<file path="config.mk">
export PLATFORM = sky130hd
export DESIGN_NAME = boot_mode_loader
export DESIGN_NICKNAME = d
export VERILOG_FILES = /design/src/rtl/boot_mode_pkg.sv /design/src/rtl/boot_mode_ctrl.sv /design/src/rtl/boot_mode_dp.sv /design/src/rtl/boot_mode_loader.sv
export SDC_FILE = /design/constraint.sdc
export NUM_CORES = 1
export LEC_CHECK = 0
export ABC_CLOCK_PERIOD_IN_PS = 3940
export CORE_UTILIZATION = 40
export CTS_BUF_LIST = sky130_fd_sc_hd__clkbuf_4
export CTS_CLUSTER_DIAMETER = 80
export DETAILED_ROUTE_END_ITERATION = 7
export HOLD_SLACK_MARGIN = 0.08
export PLACE_DENSITY_LB_ADDON = 0.1
export SETUP_SLACK_MARGIN = 0.15
export SLEW_MARGIN = 0
export SYNTH_ARGS = -nofsm -noshare
export SYNTH_HDL_FRONTEND = slang
export SYNTH_SLANG_ARGS = --single-unit
</file>
<file path="constraint.sdc">
create_clock -name clk -period 3.94 [get_ports clk]
set_input_delay 0.591 -clock clk [delete_from_list [all_inputs] [get_ports clk]]
set_output_delay 0.591 -clock clk [all_outputs]
set_load 0.02 [all_outputs]
</file>
<file path="src/rtl/boot_mode_pkg.sv">
package boot_mode_pkg;

  typedef enum logic [1:0] {
    ST_LOAD   = 2'd0,
    ST_FINISH = 2'd1,
    ST_DONE   = 2'd2
  } loadState_t;

  typedef struct packed {
    logic shiftEn;
    logic hold;
  } loadStrobes_t;

endpackage

</file>
<file path="src/rtl/boot_mode_ctrl.sv">
module boot_mode_ctrl
  import boot_mode_pkg::*;
#(
  parameter int DIV_RATIO = 256,
  parameter int MODE_BITS = 20
) (
  input  logic         clk,
  input  logic         rstN,
  output loadStrobes_t strobes,
  output logic         modeClk,
  output logic         done
);

  localparam int DIV_W = $clog2(DIV_RATIO);
  localparam int HALF  = DIV_RATIO / 2;
  localparam int CNT_W = $clog2(MODE_BITS);

  loadState_t        state;
  logic [DIV_W-1:0]  divCnt;
  logic [CNT_W-1:0]  bitCnt;
  logic              captureNow;
  logic              lastBit;

  assign captureNow = (state == ST_LOAD) && (divCnt == DIV_W'(HALF - 1));
  assign lastBit    = (bitCnt == CNT_W'(MODE_BITS - 1));

  always_ff @(posedge clk or negedge rstN) begin
    if (!rstN) begin
      state  <= ST_LOAD;
      divCnt <= '0;
      bitCnt <= '0;
    end else begin
      case (state)
        ST_LOAD: begin
          if (divCnt == DIV_W'(DIV_RATIO - 1)) divCnt <= '0;
          else                                 divCnt <= divCnt + 1'b1;
          if (captureNow) begin
            if (lastBit) state  <= ST_FINISH;
            else         bitCnt <= bitCnt + 1'b1;
          end
        end
        ST_FINISH: state <= ST_DONE;
        default:   state <= ST_DONE;
      endcase
    end
  end

  assign strobes.shiftEn = captureNow;
  assign strobes.hold    = (state != ST_LOAD);
  assign modeClk         = (state == ST_LOAD) && (divCnt >= DIV_W'(HALF));
  assign done            = (state == ST_DONE);

endmodule

</file>
<file path="src/rtl/boot_mode_dp.sv">
module boot_mode_dp
  import boot_mode_pkg::*;
#(
  parameter int MODE_BITS = 20,
  parameter int MULT_LSB  = 0,
  parameter int DELAY_LSB = 15,
  parameter int WIDTH_BIT = 8
) (
  input  logic         clk,
  input  logic         rstN,
  input  logic         modeIn,
  input  loadStrobes_t strobes,
  output logic [3:0]   pllRatio,
  output logic [2:0]   writeDelay,
  output logic         bus32,
  output logic         multErr
);

  localparam logic [2:0] MAX_CODE = 3'd6;

  logic [MODE_BITS-1:0] modeReg;
  logic [2:0]           multCode;
  logic                 unusedModeBits;

  always_ff @(posedge clk or negedge rstN) begin
    if (!rstN)                                modeReg <= '0;
    else if (strobes.shiftEn && !strobes.hold) modeReg <= {modeIn, modeReg[MODE_BITS-1:1]};
  end

  assign multCode   = modeReg[MULT_LSB +: 3];
  assign multErr    = (multCode > MAX_CODE);
  assign pllRatio   = multErr ? 4'd2 : ({1'b0, multCode} + 4'd2);
  assign writeDelay = modeReg[DELAY_LSB +: 3];
  assign bus32      = modeReg[WIDTH_BIT];

  assign unusedModeBits = ^modeReg;

endmodule

</file>
<file path="src/rtl/boot_mode_loader.sv">
module boot_mode_loader
  import boot_mode_pkg::*;
#(
  parameter int DIV_RATIO = 256,
  parameter int MODE_BITS = 20,
  parameter int MULT_LSB  = 0,
  parameter int DELAY_LSB = 15,
  parameter int WIDTH_BIT = 8
) (
  input  logic       clk,
  input  logic       rstN,
  input  logic       modeIn,
  output logic       modeClk,
  output logic       done,
  output logic [3:0] pllRatio,
  output logic [2:0] writeDelay,
  output logic       bus32,
  output logic       multErr
);

  loadStrobes_t strobes;

  boot_mode_ctrl #(
    .DIV_RATIO(DIV_RATIO),
    .MODE_BITS(MODE_BITS)
  ) u_ctrl (
    .clk     (clk),
    .rstN    (rstN),
    .strobes (strobes),
    .modeClk (modeClk),
    .done    (done)
  );

  boot_mode_dp #(
    .MODE_BITS(MODE_BITS),
    .MULT_LSB (MULT_LSB),
    .DELAY_LSB(DELAY_LSB),
    .WIDTH_BIT(WIDTH_BIT)
  ) u_dp (
    .clk        (clk),
    .rstN       (rstN),
    .modeIn     (modeIn),
    .strobes    (strobes),
    .pllRatio   (pllRatio),
    .writeDelay (writeDelay),
    .bus32      (bus32),
    .multErr    (multErr)
  );

endmodule

</file>
Word-level counts from Yosys, hierarchy flattened
Cells that the tools add are included.

storage, ports and cells
  flip-flop bits (word level) = 35
  input bits = 3
  output and inout port bits = 11
  word-level logic and storage cells = 29

operators by class
  add/sub/neg operators = 3
  $lt $le $gt $ge = 2
  equality and inequality tests = 6
  muxes and demuxes = 5
  bitwise gates (word level) = 1
  reduce and logical (&&, ||, !) cells = 8

operators by type and width
  cell                   count
  $add A8 B1 Y8 const B  1
  $eq A8 B7 Y1 const B   1
  $eq A8 B8 Y1 const B   1
  $ge A8 B8 Y1 const B   1
  $mux W8                1
  $mux W2                3
  $add A5 B1 Y5 const B  1
  $eq A5 B5 Y1 const B   1
  $add A3 B2 Y4 const B  1
  $mux W4                1
  $ne A2 B1 Y1 const B   2
  $gt A3 B3 Y1 const B   1
  $logic_and A1 B1 Y1    3
  $reduce_and A3 Y1      1
  $eq A2 B2 Y1 const B   1
  $logic_not A2 Y1       1
  $reduce_and A2 Y1      1
  $reduce_bool A2 Y1     1
  $logic_not A1 Y1       1
  $not A1 Y1             1

Longest topological paths before layout
Gate-level depths: netlist of the first run.

  word-level depth = 4
  depth in mapped cells = 5

Hierarchy
A second synthesis of the first run with hierarchy kept.

second synthesis, totals
  cell total of the unflattened synthesis = 127
  area, all modules = 1696.6 um^2

modules (own cells, without submodules)
  module          instances  cells an instance  area an instance (um^2)  sequential area each (um^2)
  boot_mode_dp    1          53                 904.6                    500.5
  boot_mode_ctrl  1          74                 792.0                    375.4

Least setup slack after synthesis of the first run
No wires, ideal clock.

  path kind = register to output
  from = register u_dp.modeReg[1]
  to = output pllRatio[1]
  data arrival time = 1.071 ns
  setup slack = 2.278 ns
  cell stages (with the launch flop) = 4
  path through = dfrtp_1 > ha_1 > and2_1 > nand2b_1

between the ends
  cells in the longest elaborated chain, start to end = 2
  elaborated cells on any way between the ends = 3

ends and longest elaborated chain
  item                    RTL line                RTL
  start, declared         boot_mode_dp.sv:21      logic [MODE_BITS-1:0] modeReg;
  start signal, assigned  boot_mode_dp.sv:27      else if (strobes.shiftEn && !strobes.hold) modeReg <= {modeIn, modeReg[MODE_BITS-1:1]};
  $gt A3 B3 Y1            boot_mode_dp.sv:31      assign multErr = (multCode > MAX_CODE);
  via multErr             boot_mode_loader.sv:18  output logic multErr
  $mux W4                 boot_mode_dp.sv:32      assign pllRatio = multErr ? 4'd2 : ({1'b0, multCode} + 4'd2);
  end, declared           boot_mode_loader.sv:15  output logic [3:0] pllRatio,

The timed path passes the listed nets, and every way through them passes these cells.

Worst setup path after layout of the first run
  from = register u_ctrl.state[1]
  to = output modeClk

between the ends
  cells in the longest elaborated chain, start to end = 2

ends and longest elaborated chain
  item                    RTL line                RTL
  start, declared         boot_mode_ctrl.sv:18    loadState_t state;
  start signal, assigned  boot_mode_ctrl.sv:29    state <= ST_LOAD;
  start signal, assigned  boot_mode_ctrl.sv:38    if (lastBit) state <= ST_FINISH;
  start signal, assigned  boot_mode_ctrl.sv:42    ST_FINISH: state <= ST_DONE;
  $logic_not A2 Y1        boot_mode_ctrl.sv:50    assign modeClk = (state == ST_LOAD) && (divCnt >= DIV_W'(HALF));
  $logic_and A1 B1 Y1     boot_mode_ctrl.sv:50
  end, declared           boot_mode_loader.sv:13  output logic modeClk,

Every way passes these cells.

==> results of run 1 <==
-- flip-flops by register name, indices dropped and copies added, names as in the netlist --
| name | cells |
|---|---|
| u_ctrl.bitCnt | 5 |
| u_ctrl.divCnt | 8 |
| u_ctrl.state | 2 |
| u_dp.modeReg | 20 |
-- critical path: stages (launching register included) --
cell             delay [ns]
dfrtp_1                0.43
nor2_2                 0.30
and2_1                 0.18
clkdlybuf4s50_1        0.60
-- power by group --
part	internal (mW)	switching (mW)
combinational	0.00238	0.00707
sequential	0.359	0
clock	0.0681	0.122
-- layout make-up --
cell class              instances  area [um2]  share of cell area (%)
flip-flops and latches         35       875.8                   48.21
multi-input cells              72       659.4                   36.29
repair buffers                 15       145.1                   7.989
well taps                      48       60.06                   3.306
clock buffers                   5       37.54                   2.066
clock inverters                 3       20.02                   1.102
inverters                       5       18.77                   1.033
-- per-stage QoR --
| stage | worst slack [ns] | cell area, um2 | total power [mW] | hold slack, ns |
|---|---|---|---|---|
| CTS | 1.473 | 1817 | 0.5713 | 0.4745 |
| detailed placement | 1.878 | 1759 | 0.3761 | 0.4514 |
| finish | 1.494 | 1817 | 0.5590 | 0.4739 |
| global route | 1.394 | 1817 | 0.5866 | 0.4950 |
| global placement | 1.907 | 1759 | 0.3756 | 0.4539 |
| floorplan | 2.278 | 1590 | 0.3661 | 0.2954 |
-- cell usage in the layout (no fill, tap or decap), types with 2 or more instances in the layout --
master / n
clkinvlp_4: 2
a21oi_1: 4
nand3_1: 3
xnor2_1: 6
o21ai_0: 2
dfrtp_1: 35
xor2_1: 3
nand2_1: 5
mux2_2: 17
inv_1: 5
mux2_1: 4
buf_4: 2
clkbuf_4: 5
or3_1: 2
nor2b_1: 2
clkdlybuf4s50_1: 13
nor2_1: 2
and2_1: 2
ha_1: 4
-- worst paths after layout --
path,startpoint,end,cells past startpoint
max in group asynchronous,rstN,u_dp.modeReg[10]$_DFFE_PN0P_,2
hold reg to reg,u_ctrl.bitCnt[4]$_DFFE_PN0P_,u_ctrl.bitCnt[4]$_DFFE_PN0P_,1
min in group asynchronous,rstN,u_ctrl.divCnt[7]$_DFFE_PN0P_,2
setup reg to reg,u_ctrl.divCnt[0]$_DFFE_PN0P_,u_dp.modeReg[9]$_DFFE_PN0P_,5
setup / recovery,u_ctrl.state[1]$_DFFE_PN0P_,modeClk,3
hold / removal,u_ctrl.bitCnt[4]$_DFFE_PN0P_,u_ctrl.bitCnt[4]$_DFFE_PN0P_,1
-- routing by layer --
layer,share of wire (%),vias up
met5,0,-
met2,47,14
met3,3.7,6
li1,-,442
met1,47,453
met4,1.8,0
-- logic make-up after synthesis --
logic type | synth area share (%)
simple gates | 14.95
xor+xnor | 4.957
flops | 55.07
compound gates | 3.226
buf+inv | 3.777
fa+ha+maj | 3.147
mux | 14.87
==> impl_metrics.ini, run 1 <==
[global_route]
grtUsageMet2_pct = 21.74
grt_usage_pct = 13.53
antenna_found_initial = 0
grt_pass1_vias = 956
overflow = 0
gr-max-usage-layer = met2
use_met3_pct = 4.754
grt_pass1_wl_mm = 4.250
grtUsageMet1_pct = 16.40
grt_max_degree = 36

[placed_design]
gp_congestion = 0.7679
dp_hpwl_mm = 1.618
place_inst = 175
port_buffers = 13

[synthesis]
ys.flop_type = dfrtp_1
yosysTopAreaCell = dfrtp_1
ys_seq_area_share_pct = 55.07
synth_nets = 125
async_flop_share_pct = 100.0
synth_edf_count = 0
synth_area_leaders = dfrtp_1 (55%), mux2_2 (12%), xnor2_1 (3.3%), ha_1 (3.1%), mux2_1 (2.8%)
synth.ff_latch_count = 35
ys_warn_count = 0
syn_area_per_cell_um2 = 13.48
yosys.area.top_type_share_pct = 55.07
yosysUniqueCellTypes = 33
synth_common_cells = dfrtp_1 (35), mux2_2 (17), xnor2_1 (6)
netlist_instances = 118
syn-cell-area_mm2 = 0.001590
synth.most_common_cell = dfrtp_1

[final_layout]
fin_nets = 141
nFillCells = 375
utilization_pct = 48.53
antenna-diode-count = 0
area_delta_synth_final_pct = 14.24
fin_cells = 183
drive_gt1_share_pct = 25.93

[timing]
period_share_pct = 62.08
max_slew_margin_pct = 69.96
hold_viol_final = 0
grt_setup_unrepaired = no
clock_skew_ns = 0.006043
finalSetupTns_ns = 0
worst_slew_pin_slew_ns = 0.4445
setup_violations = 0
maxSlewViolCount = 0
fin_crit_ns = 2.446
fmax_mhz = 408.8

[worst_setup_path]
critPathLaunchType = register
arrival_ns = 1.85
reg2reg_slack_ns = 2.10
worst-setup-path-type = register to output port
cp-end-kind = output port
crit_required_ns = 3.35
crit_fanout = 8

[clock_tree]
cts.clk_slew.worst_paths_ns = 0.11
cts_max_path_buffers = 2
htreeDepth = 2
cts_resized = 0
cts-buffers-inserted = 5
clkLatencyLatePin_ns = 0.33
clock-sinks = 35
tritoncts = done
post_cts_buffers = 0
cts_root_buf = clkbuf_4
holdBufCountCts = 0

[routing]
ant_nets = 0
route.vias.total = 915
drt_iter0_drc = 20
vias_per_cell = 5.000
wl_per_cell_um = 12.91
wl_mm = 2.363
firstDrtPassIters = 2
drc = 0

[run_status]
status = finished, final reports clean

[pwr]
ir_drop_mv = 0.1334
power_density_mw_per_mm2 = 307.7
p_leak_nw = 0.8370

[die]
initial_core_util_pct = 42.48
coreArea_mm2 = 0.003744
rows = 22
pin_count = 14
dieHeight_um = 65.06
dieWidth_um = 65.06
dieArea_mm2 = 0.004232

[flow_run]
maxCapViolations = 0

[hold_path]
hp-class = register to register
Power figures use the tool's default switching activity.
==> run 2, diff against run 1 <==
--- a/config.mk
+++ b/config.mk
@@ -5,7 +5,7 @@
 export SDC_FILE = /design/constraint.sdc
 export NUM_CORES = 1
 export LEC_CHECK = 0
-export ABC_CLOCK_PERIOD_IN_PS = 3940
+export ABC_CLOCK_PERIOD_IN_PS = 2300
 export CORE_UTILIZATION = 40
 export CTS_BUF_LIST = sky130_fd_sc_hd__clkbuf_4
 export CTS_CLUSTER_DIAMETER = 80
==> constraint.sdc (replaced) <==
create_clock -name clk -period 2.3 [get_ports clk]
set_input_delay 0.345 -clock clk [delete_from_list [all_inputs] [get_ports clk]]
set_output_delay 0.345 -clock clk [all_outputs]
set_load 0.02 [all_outputs]
==> impl_metrics.ini, run 2 (same netlist as run 1, synthesis figures left out) <==
[global_route]
grt_max_degree = 36
grt_usage_pct = 14.02
grt_pass1_wl_mm = 4.416
overflow = 0
grt_pass1_vias = 942
antenna_found_initial = 0

[final_layout]
final_cell_mix = dfrtp_1 (35), mux2_2 (17), clkdlybuf4s50_1 (9), xnor2_1 (6)
drive_gt1_share_pct = 27.01
final_common_cell = dfrtp_1
area_delta_synth_final_pct = 17.07
top_register = u_dp.modeReg
fin_nets = 143
nFillCells = 347
antenna-diode-count = 0
fin_cells = 185
reg_top3 = u_dp.modeReg (20), u_ctrl.divCnt (8), u_ctrl.bitCnt (5)
largest_reg_flops = 20

[clock_tree]
cts-buffers-inserted = 5
cts.clk_slew.worst_paths_ns = 0.11
clkLatencyLatePin_ns = 0.33
cts_max_path_buffers = 2
tritoncts = done
cts_root_buf = clkbuf_4
htreeDepth = 2
clock-sinks = 35
post_cts_buffers = 0

[die]
dieArea_mm2 = 0.004232
pin_count = 14
dieWidth_um = 65.06
rows = 22
dieHeight_um = 65.06
coreArea_mm2 = 0.003744
initial_core_util_pct = 42.48

[run_status]
status = finished, final reports clean

[routing]
firstDrtPassIters = 4
ant_nets = 0
drt_iter0_drc = 17
vias_per_cell = 4.897
wl_per_cell_um = 12.61
wl_mm = 2.332
drc = 0
route.vias.total = 906

[worst_setup_path]
cp-end-kind = output port
r2r-end = u_dp.modeReg[14]$_DFFE_PN0P_
crit_required_ns = 1.96
r2r_start = u_ctrl.divCnt[0]$_DFFE_PN0P_
reg2reg_slack_ns = 0.52
crit_path_top_delay_cell = clkdlybuf4s50_1
cp_cell_sequence = ha_1 -> clkdlybuf4s50_1
crit_fanout = 5
arrival_ns = 1.67
max_stage_delay_ns = 0.59
critPathLaunchType = register
rr_worst_depth = 5
worst-setup-path-type = register to output port

[pwr]
pwr-share-clk_pct = 40.9
power_density_mw_per_mm2 = 573.4
ir_drop_mv = 0.3437
intPower_mw = 0.8477
p_sw_mw = 0.2199
seq_power_share_pct = 57.6
p_leak_nw = 0.9187
comb_power_share_pct = 1.5
switching_share_pct = 20.60

[placed_design]
port_buffers = 13
gp_congestion = 0.7152
dp_hpwl_mm = 1.589
place_inst = 177

[timing]
finalSetupTns_ns = 0
clock_skew_ns = 0.004326
setup_violations = 0
fin_crit_ns = 2.012
max_slew_margin_pct = 71.17
grt_setup_unrepaired = no
worst_slew_pin_slew_ns = 0.4324
maxSlewViolCount = 0
hold_viol_final = 0
fmax_mhz = 496.9
whs_ns = 0.4071
period_share_pct = 87.49

[flow_run]
maxCapViolations = 0

[hold_path]
hp-class = input port to asynchronous set/reset pin
[run 2: cell types whose count changed in the layout (fill, tap and decap cells not counted)]
cell / delta
buf_4: +2
dlygate4sd2_1: +1
bufinv_16: +1
clkdlybuf4s50_1: -4
dlymetal6s2s_1: +3
clkinvlp_4: -2
clkinv_4: +1
[run 2: power groups by stage]
stage / sequential, mW / clock, mW / combinational (mW)
4_1_cts: 0.615 / 0.455 / 0.0170
6_report: 0.615 / 0.437 / 0.0157
3_5_place_dp: 0.627 / 0 / 0.0172
5_1_grt: 0.615 / 0.480 / 0.0188
3_3_place_gp: 0.627 / 0 / 0.0166
2_1_floorplan: 0.627 / 0 / 0.0000163
[run 2: critical path: cells and delay by family, from the launching register on]
family	cells	cell delay (ns)
flops	1	0.44
buf+inv	1	0.59
fa+ha+maj	1	0.30
[run 2: cell type report]
cell class                 instances  area (um2)  share of cell area (%)
clock buffer                       5       37.54                   2.016
multi-input combinational         72       659.4                   35.42
sequential                        35       875.8                   47.04
tap                               48       60.06                   3.226
inverter                           5       18.77                   1.008
timing repair buffer              17       166.4                   8.938
clock inverter                     3       43.79                   2.352
[run 2: stage by stage]
step           setup WS, ns  total power [mW]  instance area (um2)  utilization [%]
4_1_cts              0.1965             1.087                 1854            49.53
5_1_grt              0.2071             1.114                 1862            49.73
3_5_place_dp         0.4807            0.6441                 1774            47.39
2_1_floorplan        0.6451            0.6272                 1590                -
6_report             0.2877             1.068                 1862            49.73
3_3_place_gp         0.5288            0.6436                 1774            47.39
[run 2: worst max path at each step]
stage	endpoint	startpoint	slack [ns]	cells past startpoint
after global placement	pllRatio[1]	u_dp.modeReg[1]$_DFFE_PN0P_	0.53	4
after detailed placement	pllRatio[1]	u_dp.modeReg[1]$_DFFE_PN0P_	0.48	4
after CTS	pllRatio[0]	u_dp.modeReg[1]$_DFFE_PN0P_	0.20	3
after global routing	pllRatio[2]	u_dp.modeReg[1]$_DFFE_PN0P_	0.21	2
final	pllRatio[2]	u_dp.modeReg[1]$_DFFE_PN0P_	0.29	2
after floorplan	u_dp.modeReg[16]$_DFFE_PN0P_	u_ctrl.divCnt[0]$_DFFE_PN0P_	0.65	5
[run 2: what timing repair did]
| action | 4_1_cts | 5_1_grt |
|---|---|---|
| endpoints found under the hold margin | 0 | 0 |
| resized for setup | 1 | 3 |
| hold buffers | 0 | 0 |
| endpoints found under the setup margin | 1 | 3 |
[run 2: metal layers]
layer | GRT usage [%] | wire, um
met1 | 19.00 | 1175
met2 | 19.66 | 1006
met3 | 4.754 | 95
met4 | 7.337 | 55
met5 | 0 | 0
==> run 3, diff against run 2 <==
--- a/config.mk
+++ b/config.mk
@@ -16,4 +16,5 @@
 export SLEW_MARGIN = 0
 export SYNTH_ARGS = -nofsm -noshare
 export SYNTH_HDL_FRONTEND = slang
+export SYNTH_HIERARCHICAL = 1
 export SYNTH_SLANG_ARGS = --single-unit
==> impl_metrics.ini, run 3 <==
[worst_setup_path]
cp-end-kind = output port
rr_worst_depth = 5
arrival_ns = 1.69
crit_required_ns = 1.96
r2r-end = u_dp/modeReg[13]$_DFFE_PN0P_
critPathLaunchType = register
worst-setup-path-type = register to output port
reg2reg_slack_ns = 0.28
crit_fanout = 7
r2r_start = u_ctrl/divCnt[1]$_DFFE_PN0P_

[timing]
fin_crit_ns = 2.037
hold_viol_final = 0
setup_violations = 0
period_share_pct = 88.56
clock_skew_ns = 0.01154
fmax_mhz = 490.9
maxSlewViolCount = 0
finalSetupTns_ns = 0
grt_setup_unrepaired = no
max_slew_margin_pct = 71.42
worst_slew_pin_slew_ns = 0.4287

[routing]
route.vias.total = 963
ant_nets = 0
drc = 0
drt_iter0_drc = 41
firstDrtPassIters = 4
wl_per_cell_um = 12.99
vias_per_cell = 4.964
wl_mm = 2.521

[global_route]
grt_usage_pct = 13.51
grt_pass1_vias = 978
grt_max_degree = 36
overflow = 0
antenna_found_initial = 0
grt_pass1_wl_mm = 4.374

[final_layout]
area_delta_synth_final_pct = 13.50
top_register = u_dp/modeReg
utilization_pct = 47.80
nFillCells = 376
fin_nets = 150
regArea_um2 = 877.1
reg_top3 = u_dp/modeReg (20), u_ctrl/divCnt (8), u_ctrl/bitCnt (5)
final_cell_mix = dfrtp_1 (34), mux2_4 (20), clkdlybuf4s50_1 (9), clkbuf_4 (6), inv_1 (6)
final_common_cell = dfrtp_1
antenna-diode-count = 0
drive_gt1_share_pct = 26.39
multi_input_area_um2 = 747.0
largest_reg_flops = 20

[pwr]
switching_share_pct = 22.15
p_total_mw = 0.9643
power_density_mw_per_mm2 = 500.8
pwr-share-clk_pct = 34.3
seq_power_share_pct = 63.9
comb_power_share_pct = 1.8
p_sw_mw = 0.2136
p_leak_nw = 1.003
ir_drop_mv = 0.3001
intPower_mw = 0.7508

[placed_design]
port_buffers = 13
dp_hpwl_mm = 1.698
gp_congestion = 0.7205

[synthesis]
syn-cell-area_mm2 = 0.001697
ys_warn_count = 6
synth_nets = 134
synth_edf_count = 0
ys_seq_area_share_pct = 51.62
syn_area_per_cell_um2 = 13.36
netlist_instances = 127
synth_area_leaders = dfrtp_1 (52%), mux2_4 (18%), ha_1 (2.9%), xor2_1 (2.6%), buf_6 (2.0%)
yosys.area.top_type_share_pct = 51.62
synth_common_cells = dfrtp_1 (35), mux2_4 (20), inv_1 (6)
synth.most_common_cell = dfrtp_1
ys.flop_type = dfrtp_1
yosysUniqueCellTypes = 33
async_flop_share_pct = 100.0
synth.ff_latch_count = 35
yosysTopAreaCell = dfrtp_1

[die]
dieArea_mm2 = 0.004506
pin_count = 14
dieHeight_um = 67.13
rows = 23
coreArea_mm2 = 0.004029
dieWidth_um = 67.13
initial_core_util_pct = 42.11

[flow_run]
maxCapViolations = 0

[clock_tree]
tritoncts = done
post_cts_buffers = 0
htreeDepth = 2
cts_max_path_buffers = 2
clkLatencyLatePin_ns = 0.33
cts_root_buf = clkbuf_4
cts-buffers-inserted = 5
holdBufCountCts = 0
clock-sinks = 35
cts.clk_slew.worst_paths_ns = 0.11

[hold_path]
hp-class = input port to asynchronous set/reset pin

[run_status]
status = finished, final reports clean
run 3: repair_timing:
action	4_1_cts	5_1_grt
endpoints found under the setup margin	2	24
gates resized for setup	2	6
pin swaps	0	0
run 3: metal layers:
layer / track usage, % / routed length [um]
met1: 17.87 / 1265
met2: 19.63 / 1102
met3: 4.110 / 100
met4: 7.181 / 52
met5: 0 / 0
run 3: metrics by stage:
stage / instance area, um2 / worst slack, ns / std cells / hold slack, ns
3_5_place_dp: 1848 / 0.1665 / 186 / 0.4567
5_1_grt: 1926 / 0.1574 / 194 / 0.4354
2_1_floorplan: 1697 / 0.3103 / 127 / 0.04941
3_3_place_gp: 1848 / 0.2004 / 186 / 0.4567
4_1_cts: 1907 / 0.1658 / 194 / 0.4130
6_report: 1926 / 0.2630 / 194 / 0.4003
run 3: power by group through the flow:
stage               Combinational [mW]  Sequential, mW  Clock, mW
floorplan                      0.00133           0.628          0
global placement                0.0180           0.628          0
detailed placement              0.0185           0.628          0
CTS                             0.0184           0.616      0.348
global route                    0.0204           0.617      0.383
finish                          0.0169           0.616      0.331
run 3: worst max-delay path, stage by stage (launching register included):
cell and delay [ns]:
dfrtp_1 0.43, nor2_4 0.18, and2_1 0.14, clkdlybuf4s50_1 0.60
run 3: layout make-up:
| cell class | instances | share of cell area (%) |
|---|---|---|
| flip-flops and latches | 35 | 45.55 |
| well taps | 50 | 3.249 |
| repair buffers | 16 | 8.252 |
| clock buffers | 6 | 2.339 |
| clock inverters | 2 | 0.6498 |
| inverters | 6 | 1.170 |
| multi-input cells | 79 | 38.79 |
run 3: worst max path at each step:
stage	start	to	slack, ns
2_1_floorplan	u_ctrl/divCnt[1]$_DFFE_PN0P_	u_dp/modeReg[0]$_DFFE_PN0P_	0.31
3_3_place_gp	u_ctrl/divCnt[1]$_DFFE_PN0P_	u_dp/modeReg[17]$_DFFE_PN0P_	0.20
3_5_place_dp	u_ctrl/divCnt[1]$_DFFE_PN0P_	u_dp/modeReg[13]$_DFFE_PN0P_	0.17
4_1_cts	u_ctrl/divCnt[1]$_DFFE_PN0P_	u_dp/modeReg[18]$_DFFE_PN0P_	0.17
5_1_grt	u_ctrl/divCnt[1]$_DFFE_PN0P_	u_dp/modeReg[18]$_DFFE_PN0P_	0.16
6_report	u_ctrl/state[1]$_DFFE_PN0P_	modeClk	0.26
run 3: logic make-up (layout without fill, tap and decap cells):
| kind of cell | count (synthesis) | in the layout | share of synthesized area [%] |
|---|---|---|---|
| buf+inv | 13 | 30 | 5.088 |
| compound gates | 13 | 13 | 5.236 |
| simple gates | 33 | 33 | 12.39 |
| mux | 23 | 23 | 19.62 |
| xor+xnor | 6 | 6 | 3.097 |
| fa+ha+maj | 4 | 4 | 2.950 |
| flops | 35 | 35 | 51.62 |
